===== src/rtl/acc_core_pkg.sv =====
package acc_core_pkg;

  localparam int OPC_W = 4;

  typedef enum logic [OPC_W-1:0] {
    OPC_NOP   = 4'h0,
    OPC_LOAD  = 4'h1,
    OPC_STORE = 4'h2,
    OPC_ADD   = 4'h3,
    OPC_SUB   = 4'h4,
    OPC_AND   = 4'h5,
    OPC_OR    = 4'h6,
    OPC_BRZ   = 4'h7,
    OPC_BRN   = 4'h8,
    OPC_JMP   = 4'h9,
    OPC_HALT  = 4'hF
  } opcode_e;

  typedef enum logic [2:0] {
    ALU_PASS,
    ALU_ADD,
    ALU_SUB,
    ALU_AND,
    ALU_OR
  } alu_op_e;

  // Strobes from control to datapath
  typedef struct packed {
    logic    clr;
    logic    imemRd;
    logic    fetchLo;
    logic    irHiLd;
    logic    irLoLd;
    logic    pcInc;
    logic    pcLd;
    logic    dmemRd;
    logic    dmemWr;
    logic    accLd;
    alu_op_e aluOp;
  } ctrl_t;

  // Conditions from datapath to control
  typedef struct packed {
    logic [OPC_W-1:0] opcode;
    logic             flagN;
    logic             flagZ;
  } status_t;

endpackage


===== src/rtl/acc_datapath.sv =====
module acc_datapath
  import acc_core_pkg::*;
#(
  parameter int DATA_W  = 16,
  parameter int ADDR_W  = 16,
  parameter int IBYTE_W = 8
) (
  input  logic               clk,
  input  logic               rst,
  input  ctrl_t              ctrl,
  input  logic [IBYTE_W-1:0] imemRdata,
  input  logic [DATA_W-1:0]  dmemRdata,
  output logic [ADDR_W-1:0]  imemAddr,
  output logic [ADDR_W-1:0]  dmemAddr,
  output logic [DATA_W-1:0]  dmemWdata,
  output status_t            stat
);

  localparam int INSTR_W = 2 * IBYTE_W;
  localparam int OPND_W  = INSTR_W - OPC_W;

  logic [ADDR_W-1:0]  pc;
  logic [INSTR_W-1:0] ir;
  logic [DATA_W-1:0]  acc;
  logic               flagN, flagZ;
  logic [DATA_W-1:0]  aluRes;
  logic [ADDR_W-1:0]  operand;

  assign operand   = ADDR_W'(ir[OPND_W-1:0]);
  assign imemAddr  = pc + ADDR_W'(ctrl.fetchLo);
  assign dmemAddr  = operand;
  assign dmemWdata = acc;
  assign stat      = '{opcode: ir[INSTR_W-1 -: OPC_W], flagN: flagN, flagZ: flagZ};

  always_comb begin
    unique case (ctrl.aluOp)
      ALU_ADD: aluRes = acc + dmemRdata;
      ALU_SUB: aluRes = acc - dmemRdata;
      ALU_AND: aluRes = acc & dmemRdata;
      ALU_OR:  aluRes = acc | dmemRdata;
      default: aluRes = dmemRdata;
    endcase
  end

  always_ff @(posedge clk) begin
    if (rst || ctrl.clr) begin
      pc    <= '0;
      ir    <= '0;
      acc   <= '0;
      flagN <= 1'b0;
      flagZ <= 1'b0;
    end else begin
      if (ctrl.pcLd)       pc <= operand;
      else if (ctrl.pcInc) pc <= pc + ADDR_W'(2);
      if (ctrl.irHiLd) ir[INSTR_W-1:IBYTE_W] <= imemRdata;
      if (ctrl.irLoLd) ir[IBYTE_W-1:0]       <= imemRdata;
      if (ctrl.accLd) begin
        acc   <= aluRes;
        flagN <= aluRes[DATA_W-1];
        flagZ <= (aluRes == '0);
      end
    end
  end

  p_flags_hold_r8: assert property (@(posedge clk) disable iff (rst)
    (!ctrl.accLd && !ctrl.clr) |=> $stable({flagN, flagZ}));

  p_acc_store_r6: assert property (@(posedge clk) disable iff (rst)
    ctrl.dmemWr |=> $stable(acc));

  p_pc_hold_r7: assert property (@(posedge clk) disable iff (rst)
    (!ctrl.pcLd && !ctrl.pcInc && !ctrl.clr) |=> $stable(pc));

endmodule


===== src/rtl/acc_control.sv =====
module acc_control
  import acc_core_pkg::*;
(
  input  logic    clk,
  input  logic    rst,
  input  status_t stat,
  output ctrl_t   ctrl,
  output logic    halted
);

  typedef enum logic [3:0] {
    S_INIT, S_FETCH1, S_FETCH2, S_DECODE, S_DRD, S_DEXEC,
    S_DWR, S_TAKEN, S_ADVANCE, S_HALT
  } state_e;

  state_e state, nextState;
  opcode_e opc;

  assign opc    = opcode_e'(stat.opcode);
  assign halted = (state == S_HALT);

  always_comb begin
    ctrl      = '0;
    ctrl.aluOp = ALU_PASS;
    nextState = state;
    unique case (state)
      S_INIT: begin
        ctrl.clr  = 1'b1;
        nextState = S_FETCH1;
      end
      S_FETCH1: begin
        ctrl.imemRd = 1'b1;
        nextState   = S_FETCH2;
      end
      S_FETCH2: begin
        ctrl.imemRd  = 1'b1;
        ctrl.fetchLo = 1'b1;
        ctrl.irHiLd  = 1'b1;
        nextState    = S_DECODE;
      end
      S_DECODE: begin
        ctrl.irLoLd = 1'b1;
        case (opc)
          OPC_LOAD, OPC_ADD, OPC_SUB, OPC_AND, OPC_OR: nextState = S_DRD;
          OPC_STORE: nextState = S_DWR;
          OPC_BRZ:   nextState = stat.flagZ ? S_TAKEN : S_ADVANCE;
          OPC_BRN:   nextState = stat.flagN ? S_TAKEN : S_ADVANCE;
          OPC_JMP:   nextState = S_TAKEN;
          OPC_HALT:  nextState = S_HALT;
          default:   nextState = S_ADVANCE;
        endcase
      end
      S_DRD: begin
        ctrl.dmemRd = 1'b1;
        nextState   = S_DEXEC;
      end
      S_DEXEC: begin
        ctrl.accLd = 1'b1;
        ctrl.pcInc = 1'b1;
        case (opc)
          OPC_ADD: ctrl.aluOp = ALU_ADD;
          OPC_SUB: ctrl.aluOp = ALU_SUB;
          OPC_AND: ctrl.aluOp = ALU_AND;
          OPC_OR:  ctrl.aluOp = ALU_OR;
          default: ctrl.aluOp = ALU_PASS;
        endcase
        nextState = S_FETCH1;
      end
      S_DWR: begin
        ctrl.dmemWr = 1'b1;
        ctrl.pcInc  = 1'b1;
        nextState   = S_FETCH1;
      end
      S_TAKEN: begin
        ctrl.pcLd = 1'b1;
        nextState = S_FETCH1;
      end
      S_ADVANCE: begin
        ctrl.pcInc = 1'b1;
        nextState  = S_FETCH1;
      end
      S_HALT:  nextState = S_HALT;
      default: nextState = S_INIT;
    endcase
  end

  always_ff @(posedge clk) begin
    if (rst) state <= S_INIT;
    else     state <= nextState;
  end

  p_halt_sticky_r9: assert property (@(posedge clk) disable iff (rst)
    halted |=> halted);

  p_halt_quiet_r9: assert property (@(posedge clk) disable iff (rst)
    halted |-> (!ctrl.imemRd && !ctrl.dmemRd && !ctrl.dmemWr));

  p_decode_order_r2: assert property (@(posedge clk) disable iff (rst)
    (state == S_DECODE) |-> ($past(state) == S_FETCH2));

  p_wr_pulse_r6: assert property (@(posedge clk) disable iff (rst)
    ctrl.dmemWr |=> !ctrl.dmemWr);

  p_rw_excl_r6: assert property (@(posedge clk) disable iff (rst)
    !(ctrl.dmemRd && ctrl.dmemWr));

endmodule


===== src/rtl/acc_core.sv =====
module acc_core
  import acc_core_pkg::*;
#(
  parameter int DATA_W  = 16,
  parameter int ADDR_W  = 16,
  parameter int IBYTE_W = 8
) (
  input  logic               clk,
  input  logic               rst,
  output logic               imemRd,
  output logic [ADDR_W-1:0]  imemAddr,
  input  logic [IBYTE_W-1:0] imemRdata,
  output logic               dmemRd,
  output logic               dmemWr,
  output logic [ADDR_W-1:0]  dmemAddr,
  output logic [DATA_W-1:0]  dmemWdata,
  input  logic [DATA_W-1:0]  dmemRdata,
  output logic               halted
);

  ctrl_t   ctrl;
  status_t stat;

  acc_control u_ctrl (
    .clk    (clk),
    .rst    (rst),
    .stat   (stat),
    .ctrl   (ctrl),
    .halted (halted)
  );

  acc_datapath #(
    .DATA_W  (DATA_W),
    .ADDR_W  (ADDR_W),
    .IBYTE_W (IBYTE_W)
  ) u_dp (
    .clk       (clk),
    .rst       (rst),
    .ctrl      (ctrl),
    .imemRdata (imemRdata),
    .dmemRdata (dmemRdata),
    .imemAddr  (imemAddr),
    .dmemAddr  (dmemAddr),
    .dmemWdata (dmemWdata),
    .stat      (stat)
  );

  assign imemRd = ctrl.imemRd;
  assign dmemRd = ctrl.dmemRd;
  assign dmemWr = ctrl.dmemWr;

endmodule


===== config.mk =====
export PLATFORM = sky130hd
export DESIGN_NAME = acc_core
export DESIGN_NICKNAME = d
export VERILOG_FILES = /design/src/rtl/acc_core_pkg.sv /design/src/rtl/acc_datapath.sv /design/src/rtl/acc_control.sv /design/src/rtl/acc_core.sv
export SDC_FILE = /design/constraint.sdc
export NUM_CORES = 1
export LEC_CHECK = 0
export BUFFER_PORTS_ARGS = -buffer_cell sky130_fd_sc_hd__buf_2
export CAP_MARGIN = 40
export CORE_AREA = 2 2 114 116
export DETAILED_ROUTE_END_ITERATION = 7
export DIE_AREA = 0 0 116 118
export MAX_ROUTING_LAYER = met4
export PLACE_DENSITY_LB_ADDON = 0.12
export SLEW_MARGIN = 20
export SYNTH_ARGS = -nofsm -noshare
export SYNTH_HDL_FRONTEND = slang
export SYNTH_SLANG_ARGS = --single-unit

===== constraint.sdc =====
create_clock -name clk -period 5.2 [get_ports clk]
set_input_delay 0.78 -clock clk [delete_from_list [all_inputs] [get_ports clk]]
set_output_delay 0.78 -clock clk [all_outputs]
set_load 0.05 [all_outputs]

### Word-level counts from Yosys, hierarchy flattened

Cells that the tools add are included.

* input port bits: 26
* output and inout bits: 52
* logic and storage cells: 63
* flip-flop bits (word level): 54

* equality and inequality tests: 23
* mux-type cells: 17
* reduce and logical (&&, ||, !) cells: 9
* bitwise logic cells: 2
* add/sub/neg operators: 4

Operators with widths (number)
* $pmux W16 S4: 1
* $pmux W4 S6: 2
* $eq A4 B3 Y1 const B: 8
* $mux W12: 2
* $eq A4 B4 Y1 const B: 5
* $add A16 B1 Y16: 1
* $add A16 B16 Y16: 1
* $add A16 B2 Y16 const B: 1
* $and A16 B16 Y16: 1
* $eq A4 B2 Y1 const B: 4
* $logic_not A16 Y1: 1
* $or A16 B16 Y16: 1
* $sub A16 B16 Y16: 1
* $mux W4: 3
* $pmux W3 S4: 1
* $reduce_or A5 Y1: 2
* $eq A4 B1 Y1 const B: 2
* $mux W1: 7
* $eq A3 B2 Y1 const B: 2
* $logic_not A4 Y1: 1
* $reduce_or A2 Y1: 2
* $eq A3 B1 Y1 const B: 1
* $eq A3 B3 Y1 const B: 1
* $reduce_or A3 Y1: 1
* 3 further kinds: 3

### Logic depth before layout (Yosys ltp)

Gate-level depths: netlist of the first run.

* word-level depth: 6
* mapped depth: 17
* depth with buffers taken out: 16

### Modules after synthesis

A second synthesis of the first run with hierarchy kept.

* cells, all modules: 526
* area, all modules: 4206.5 µm²

By module, submodules not included
* acc_datapath: area an instance 3728.6 µm², cells an instance 463, instances 1, seq. area each 980.9 µm²
* acc_control: area an instance 478.0 µm², cells an instance 63, instances 1, seq. area each 80.1 µm²

### Least setup slack after synthesis of the first run

Ideal clock, no wire load.

* kind: input to register
* from: input port dmemRdata[0]
* to: register u_dp.acc[15], in the netlist u_dp.dmemWdata[15]
* path buffers: 0
* slack: 1.024 ns
* library setup time: 0.133 ns
* data arrival time: 4.044 ns
* cell stages on the path: 16
* path through: inv_1 > ha_1 > nand2b_1 > or4_1 > or2_2 > o41ai_1 > xor2_1 > ha_1 > a21oi_1 > nor2_1 > a2111oi_0 > a21bo_2 > o21ai_1 > xnor2_1 > a222oi_1 > a21oi_1

* cells in the longest elaborated chain, start to end: 2
* elaborated cells between the ends (all ways): 3
* classes of those cells: add/sub: 2; mux: 1

Ends and longest elaborated chain
* start: declaration: line acc_core.sv:17 `input logic [DATA_W-1:0] dmemRdata,`
* $sub A16 B16 Y16 or $add A16 B16 Y16 (tied branches): line acc_datapath.sv:38, acc_datapath.sv:37
* $pmux W16 S4 (*): line acc_datapath.sv:36 `unique case (ctrl.aluOp)`
* end signal: assignment: line acc_datapath.sv:58 `acc <= aluRes;`
* end: declaration: line acc_datapath.sv:24 `logic [DATA_W-1:0] acc;`

Mark *: on every way between the ends. The rest lies on a longest branch, timed or not.
A chain may end at the register's enable or synchronous reset.

### Worst setup path in the final report of the first run

* from: register u_ctrl.state[2]
* to: register u_dp.flagZ

* cells in the longest elaborated chain, start to end: 5
* elaborated cells between the ends (all ways): 11
* classes of those cells: eq/ne: 5; mux: 3; reduce/logical: 3

Ends and longest elaborated chain
* start: declaration: line acc_control.sv:16 `state_e state, nextState;`
* start signal: assignment: line acc_control.sv:89 `else state <= nextState;`
* $eq A4 B3 Y1: line acc_control.sv:26 `unique case (state)`
* $mux W4: line acc_control.sv:26
* $eq A3 B3 Y1, or another cell as far along: line acc_datapath.sv:36
* $pmux W16 S4: line acc_datapath.sv:36
* $logic_not A16 Y1: line acc_datapath.sv:60 `flagZ <= (aluRes == '0);`
* end signal: assignment: line acc_datapath.sv:60
* end: declaration: line acc_datapath.sv:25 `logic flagN, flagZ;`

Parallel ways exist; a longest one is shown, timed or not.

==> results of run 1 <==
==> logic make-up after synthesis <==
logic type                 share of synthesized area
and+or+nand+nor                               0.2925
AOI/OAI and AO/OA                             0.2515
DFF                                           0.2480
buffers and inverters                        0.05031
xor gates and xnor gates                     0.08599
adders and majority gates                    0.06610
muxes                                       0.004680
other                                      0.0008766
==> layout make-up <==
| cell class | count | share of cell area |
|---|---|---|
| multi-input cells | 481 | 0.6109 |
| flip-flops and latches | 53 | 0.2151 |
| repair buffers | 84 | 0.09082 |
| well taps | 172 | 0.04363 |
| clock buffers | 5 | 0.02537 |
| inverters | 11 | 0.008371 |
| clock inverters | 3 | 0.005835 |
==> placed cells by master (no fill, tap or decap), drive strengths merged, types with 3 or more instances in the layout <==
master  synthesis  routed
conb            1       4
nand2          88      88
nand3b          4       4
o211a           5       5
xor2           24      24
a222oi          4       4
xnor2          18      18
nand4b          3       3
o31ai           3       3
nor2           57      57
a22oi           8       8
nor2b           5       5
or3             4       4
and2            3       3
and3            9       9
nand3          22      22
a31oi           5       5
nand4           4       4
nor4            4       4
o21ai          28      28
or2             4       4
buf            20      83
clkbuf         15       6
or4             3       3
a21o            4       4
ha             21      21
nand2b         12      12
nor3           22      22
dfxtp          53      53
a211oi         14      14
a21oi          48      48
inv            10      12
a221oi          7       7
a211o           6       6
==> where the power goes <==
group | switching (mW) | internal, mW
clock network | 0.181 | 0.185
logic | 0.115 | 0.0540
registers | 0.00785 | 0.410
==> worst min-delay path by stage <==
stage          cells after the start               startpoint                       to  slack, ns
2_1_floorplan                      2  u_dp.pc[0]$_SDFFE_PP0P_  u_dp.pc[0]$_SDFFE_PP0P_       0.44
3_3_place_gp                       2  u_dp.pc[0]$_SDFFE_PP0P_  u_dp.pc[0]$_SDFFE_PP0P_       0.45
3_5_place_dp                       2  u_dp.pc[0]$_SDFFE_PP0P_  u_dp.pc[0]$_SDFFE_PP0P_       0.46
4_1_cts                            2  u_dp.pc[0]$_SDFFE_PP0P_  u_dp.pc[0]$_SDFFE_PP0P_       0.47
5_1_grt                            2  u_dp.pc[0]$_SDFFE_PP0P_  u_dp.pc[0]$_SDFFE_PP0P_       0.51
6_report                           2  u_dp.pc[0]$_SDFFE_PP0P_  u_dp.pc[0]$_SDFFE_PP0P_       0.47
==> state kept, by name, indices dropped and copies added, names as in the netlist <==
name / cells
u_ctrl.state: 4
u_dp.pc: 16
u_dp.dmemWdata: 16
u_dp.ir: 16
u_dp.flagZ: 1
==> per-stage QoR <==
step	instance area, µm²	total power [mW]	std cells	hold WS (ns)
2_1_floorplan	4289	0.5457	580	0.4406
3_3_place_gp	4763	0.5943	799	0.4497
3_5_place_dp	4771	0.5947	800	0.4557
4_1_cts	4925	0.9675	808	0.4677
5_1_grt	4932	1.004	809	0.5131
6_report	4932	0.9529	809	0.4675
==> worst register-to-register path: stages (launching register included) <==
cell and delay, ns:
dfxtp_1 0.53, and4bb_1 0.29, nand2_1 0.14, or3_1 0.60, mux2i_1 0.25, fa_1 0.48
a211oi_2 0.36, nor3_1 0.13, or3_1 0.34, a311oi_2 0.31, nand4b_1 0.15, nor4_1 0.36
buf_4 0.19, and4_1 0.19, a21bo_1 0.11
==> routing by layer <==
metal  routed length, µm  vias to the layer above  global-route usage
met5                   0                        -                   -
met4                 106                        0             0.03869
met3                 654                        7             0.04016
met2                6237                      100              0.3253
met1                6510                     2115              0.2898
li1                    -                     2211                   -
==> results_dict.tcl, run 1 <==
set metrics [dict create \
    min_path_type "reg2reg" \
    dp_hpwl_um 9978 \
    dp_worst_setup_slack_ns 0.3812 \
    endpoint "u_dp.flagZ$_SDFFE_PP0N_" \
    viasPerCell 5.480 \
    worst_setup_path_start_kind "flop" \
    ys_seq_area_frac 0.2480 \
    critPathKind "reg2reg" \
    overflow 0 \
    clk_pin_slew_ns 0.08 \
    clock_path_buffers 2 \
    vias 4433 \
    antenna_found_initial 0 \
    max_freq_ghz 0.2233 \
    period_needed_ns 4.479 \
    grt_max_degree 44 \
    synth_top_area_frac 0.2480 \
    slowest_delay_ns 0.60 \
    p_leak_nw 2.125 \
    numCtsBuffers 5 \
    post-route-drc-count 0 \
    synth_area_um2 4278 \
    synth-edff-count 0 \
    grt_pass1_vias 4236 \
    die_h_um 118 \
    multiInputGateArea_um2 3013 \
    initial_core_util 0.3446 \
    ys_ff_latch 53 \
    dieArea_um2 13690 \
    clock_skew_ns 0.008378 \
    finalCritPeriodShare 0.8613 \
    rr_endpoint "u_dp.flagZ$_SDFFE_PP0N_" \
    post_cts_buffers 0 \
    slew_headroom 0.4356 \
    drt_iter0_markers 299 \
    cp_max_fo 12 \
    hold_violations 0 \
    cp.depth 14 \
    setup_tns_ns 0 \
    antenna_left 0 \
    tritoncts "yes" \
    cts-root-buf "clkbuf_16" \
    fp.dieW_um 116 \
    register_area_um2 1061 \
    rsz0062_at_grt "no" \
    core_area_um2 12410 \
    worstSkewPairLatency_ns 0.31 \
    port_buffers 73 \
    synthArstFlopShare 0 \
    arrival_ns 4.73 \
    ioPinCount 78 \
    ctsHoldBuffers 0 \
    cp_slowest_cell "or3_1" \
    synthTopCellsByArea "dfxtp_1 25%, nand2_1 7.7%, ha_1 6.1%, a21oi_1 5.6%, nor2_1 5.0%" \
    powerDensity_nw_per_um2 193.2 \
    syn-instance-count 577 \
    crit_top_cell "or3_1" \
    cts_sinks 53 \
    grt_pass1_wl_um 22160 \
    place_congestion 0.9214 \
    rows 41 \
    setup_slack_ns 0.7214 \
    crit_buf_inv 1 \
    status "completed" \
    maxCapViolCount 0 \
    cp_cell_sequence "and4bb_1, nand2_1, or3_1, mux2i_1, fa_1, a211oi_2, nor3_1, or3_1, a311oi_2, nand4b_1, nor4_1, buf_4, and4_1, a21bo_1" \
    diodes 0 \
    nNetsFinal 684 \
    drt_wl_total_um 13510 \
    dr.pass1.iters 5 \
    synth.distinct_cells 74 \
    cp_top_family "simple AND/OR/NAND/NOR gates" \
    crit_start "u_ctrl.state[2]$_SDFF_PP0_" \
    area_delta_synth_final_pct 15.30 \
    r2r_cells 14 \
    ctsResizeCount 0 \
    filler_cell_count 1389 \
    grt_usage 0.2109 \
    h-tree-depth 2 \
    worstPathRequired_ns 5.46 \
    ff2ff_setup_slack_ns 0.72 \
    worst_pin_slew_ns 0.8402 \
    ir_drop_uv 187.1 \
    synth.most_common_cell "nand2_1" \
    ys_warn_count 0 \
    ys.flop_type "dfxtp_1" \
    fin_util 0.3973 \
    wl_per_cell_um 16.70 \
    final-max-slew-violation-count 0 \
    final-setup-viol-count 0 \
    yosysTopAreaCell "dfxtp_1" \
    reg2reg_from "u_ctrl.state[2]$_SDFF_PP0_" \
    avgSynthCellArea_um2 7.414 \
    cp-end-kind "flop" \
    synth_top_cells_by_count "88 x nand2_1, 57 x nor2_1, 53 x dfxtp_1" \
    layout-drive-gt1-share 0.1680 \
]
No activity file was read; power rests on OpenSTA's default activity.
==> run 2, diff against run 1 <==
--- a/config.mk
+++ b/config.mk
@@ -7,9 +7,9 @@
 export LEC_CHECK = 0
 export BUFFER_PORTS_ARGS = -buffer_cell sky130_fd_sc_hd__buf_2
 export CAP_MARGIN = 40
-export CORE_AREA = 2 2 114 116
+export CORE_AREA = 2 2 119 121
 export DETAILED_ROUTE_END_ITERATION = 7
-export DIE_AREA = 0 0 116 118
+export DIE_AREA = 0 0 121 123
 export MAX_ROUTING_LAYER = met4
 export PLACE_DENSITY_LB_ADDON = 0.12
 export SLEW_MARGIN = 20
==> results_dict.tcl, run 2 (synthesized netlist as in run 1, its figures left out) <==
set metrics [dict create \
    final_cell_mix "88 x nand2_1, 74 x buf_2, 57 x nor2_1" \
    dieArea_um2 14880 \
    critPathKind "reg2reg" \
    h-tree-depth 2 \
    clock_path_buffers 2 \
    setup_tns_ns 0 \
    cp_slowest_cell "or3_1" \
    cts-root-buf "clkbuf_16" \
    core_area_um2 13610 \
    cp_max_fo 12 \
    powerDensity_nw_per_um2 191.8 \
    rows 43 \
    place_congestion 0.9395 \
    post-route-drc-count 0 \
    cp-end-kind "flop" \
    cp_cell_sequence "and4bb_1, nand2_1, or3_1, mux2i_1, fa_1, a211oi_2, nor3_1, or3_1, a311oi_2, nand4b_1, nor4_1, buf_4, and4_1, a21bo_1" \
    max_freq_ghz 0.2224 \
    status "completed" \
    clk_pin_slew_ns 0.07 \
    grt_usage 0.1956 \
    ctsHoldBuffers 0 \
    grt_pass1_vias 4166 \
    die_h_um 123 \
    worstSkewPairLatency_ns 0.31 \
    tritoncts "yes" \
    p_total_mw 0.9493 \
    worstPathRequired_ns 5.45 \
    hold_violations 0 \
    drt_iter0_markers 259 \
    maxCapViolCount 0 \
    period_needed_ns 4.496 \
    initial_core_util 0.3143 \
    numCtsBuffers 5 \
    antenna_left 0 \
    dr.pass1.iters 5 \
    ir_drop_uv 151.3 \
    finalCritPeriodShare 0.8645 \
    min_path_type "reg2reg" \
    port_buffers 73 \
    crit_top_cell "or3_1" \
    worst_pin_slew_ns 0.8930 \
    worst_setup_path_start_kind "flop" \
    final-setup-viol-count 0 \
    nNetsFinal 685 \
    antenna_found_initial 0 \
    area_delta_synth_final_pct 15.68 \
    arrival_ns 4.75 \
    slew_headroom 0.4047 \
    vias 4479 \
    cts_sinks 53 \
    filler_cell_count 1461 \
    slowest_delay_ns 0.62 \
    clock_skew_ns 0.01068 \
    dp_hpwl_um 10480 \
    drt_wl_total_um 14070 \
    grt_max_degree 38 \
    diodes 0 \
    final-max-slew-violation-count 0 \
    p_leak_nw 2.122 \
    grt_pass1_wl_um 22180 \
    layout-drive-gt1-share 0.1693 \
    final_common_cell "nand2_1" \
    post_cts_buffers 0 \
    rsz0062_at_grt "no" \
    viasPerCell 5.476 \
    wl_per_cell_um 17.20 \
    fp.dieW_um 121 \
    fin_util 0.3635 \
    ioPinCount 78 \
    ctsResizeCount 0 \
    overflow 0 \
]
-- run 2: cell types whose count changed in the layout (fill, tap and decap cells not counted), sizes merged --
cell	delta
inv	-1
buf	+2
clkinvlp	+2
clkinv	-1
clkbuf	-1
-- run 2: worst paths after layout --
kind / slack [ns] / depth (start not counted) / end / startpoint
worst max register to register: 0.70 / 14 / u_dp.flagZ$_SDFFE_PP0N_ / u_ctrl.state[2]$_SDFF_PP0_
worst max-delay path: 0.70 / 14 / u_dp.flagZ$_SDFFE_PP0N_ / u_ctrl.state[2]$_SDFF_PP0_
worst min-delay path: 0.47 / 2 / u_dp.pc[0]$_SDFFE_PP0P_ / u_dp.pc[0]$_SDFFE_PP0P_
worst min register to register: 0.47 / 2 / u_dp.pc[0]$_SDFFE_PP0P_ / u_dp.pc[0]$_SDFFE_PP0P_
-- run 2: per-stage QoR --
stage	setup WS, ns	cells	instance area [µm²]	hold WS [ns]
after floorplan	1.024	580	4289	0.4406
after detailed placement	0.5638	810	4797	0.4584
final	0.7045	818	4949	0.4678
after CTS	0.7531	818	4949	0.4694
after global routing	0.4328	818	4949	0.4935
after global placement	0.5880	808	4781	0.4574
-- run 2: layer usage --
layer	up-vias	part of all wire	GRT usage
li1	2215	-	-
met1	2139	0.47	0.2552
met2	113	0.47	0.3150
met3	12	0.048	0.03598
met4	0	0.012	0.04651
met5	-	0	-
-- run 2: worst max-delay path, delay by kind of cell (launching register included) --
family,cells,cell delay (ns)
flops,1,0.53
compound gates,3,0.86
mux,1,0.26
simple gates,8,2.14
buf+inv,1,0.16
fa+ha+maj,1,0.49
-- run 2: area by class of cell --
class	instances	area, µm²	share of cell area
clock inverter	3	26.28	0.005310
inverter	11	41.29	0.008344
clock buffer	5	125.1	0.02528
timing repair buffer	85	456.7	0.09229
multi-input combinational	481	3013	0.6088
tap	180	225.2	0.04551
sequential	53	1061	0.2144
-- run 2: power by group --
group | total, mW | switching [mW] | leakage (nW) | internal (mW)
Clock | 0.361 | 0.179 | 0.0680 | 0.183
Sequential | 0.418 | 0.00776 | 0.428 | 0.411
Combinational | 0.170 | 0.116 | 1.63 | 0.0533
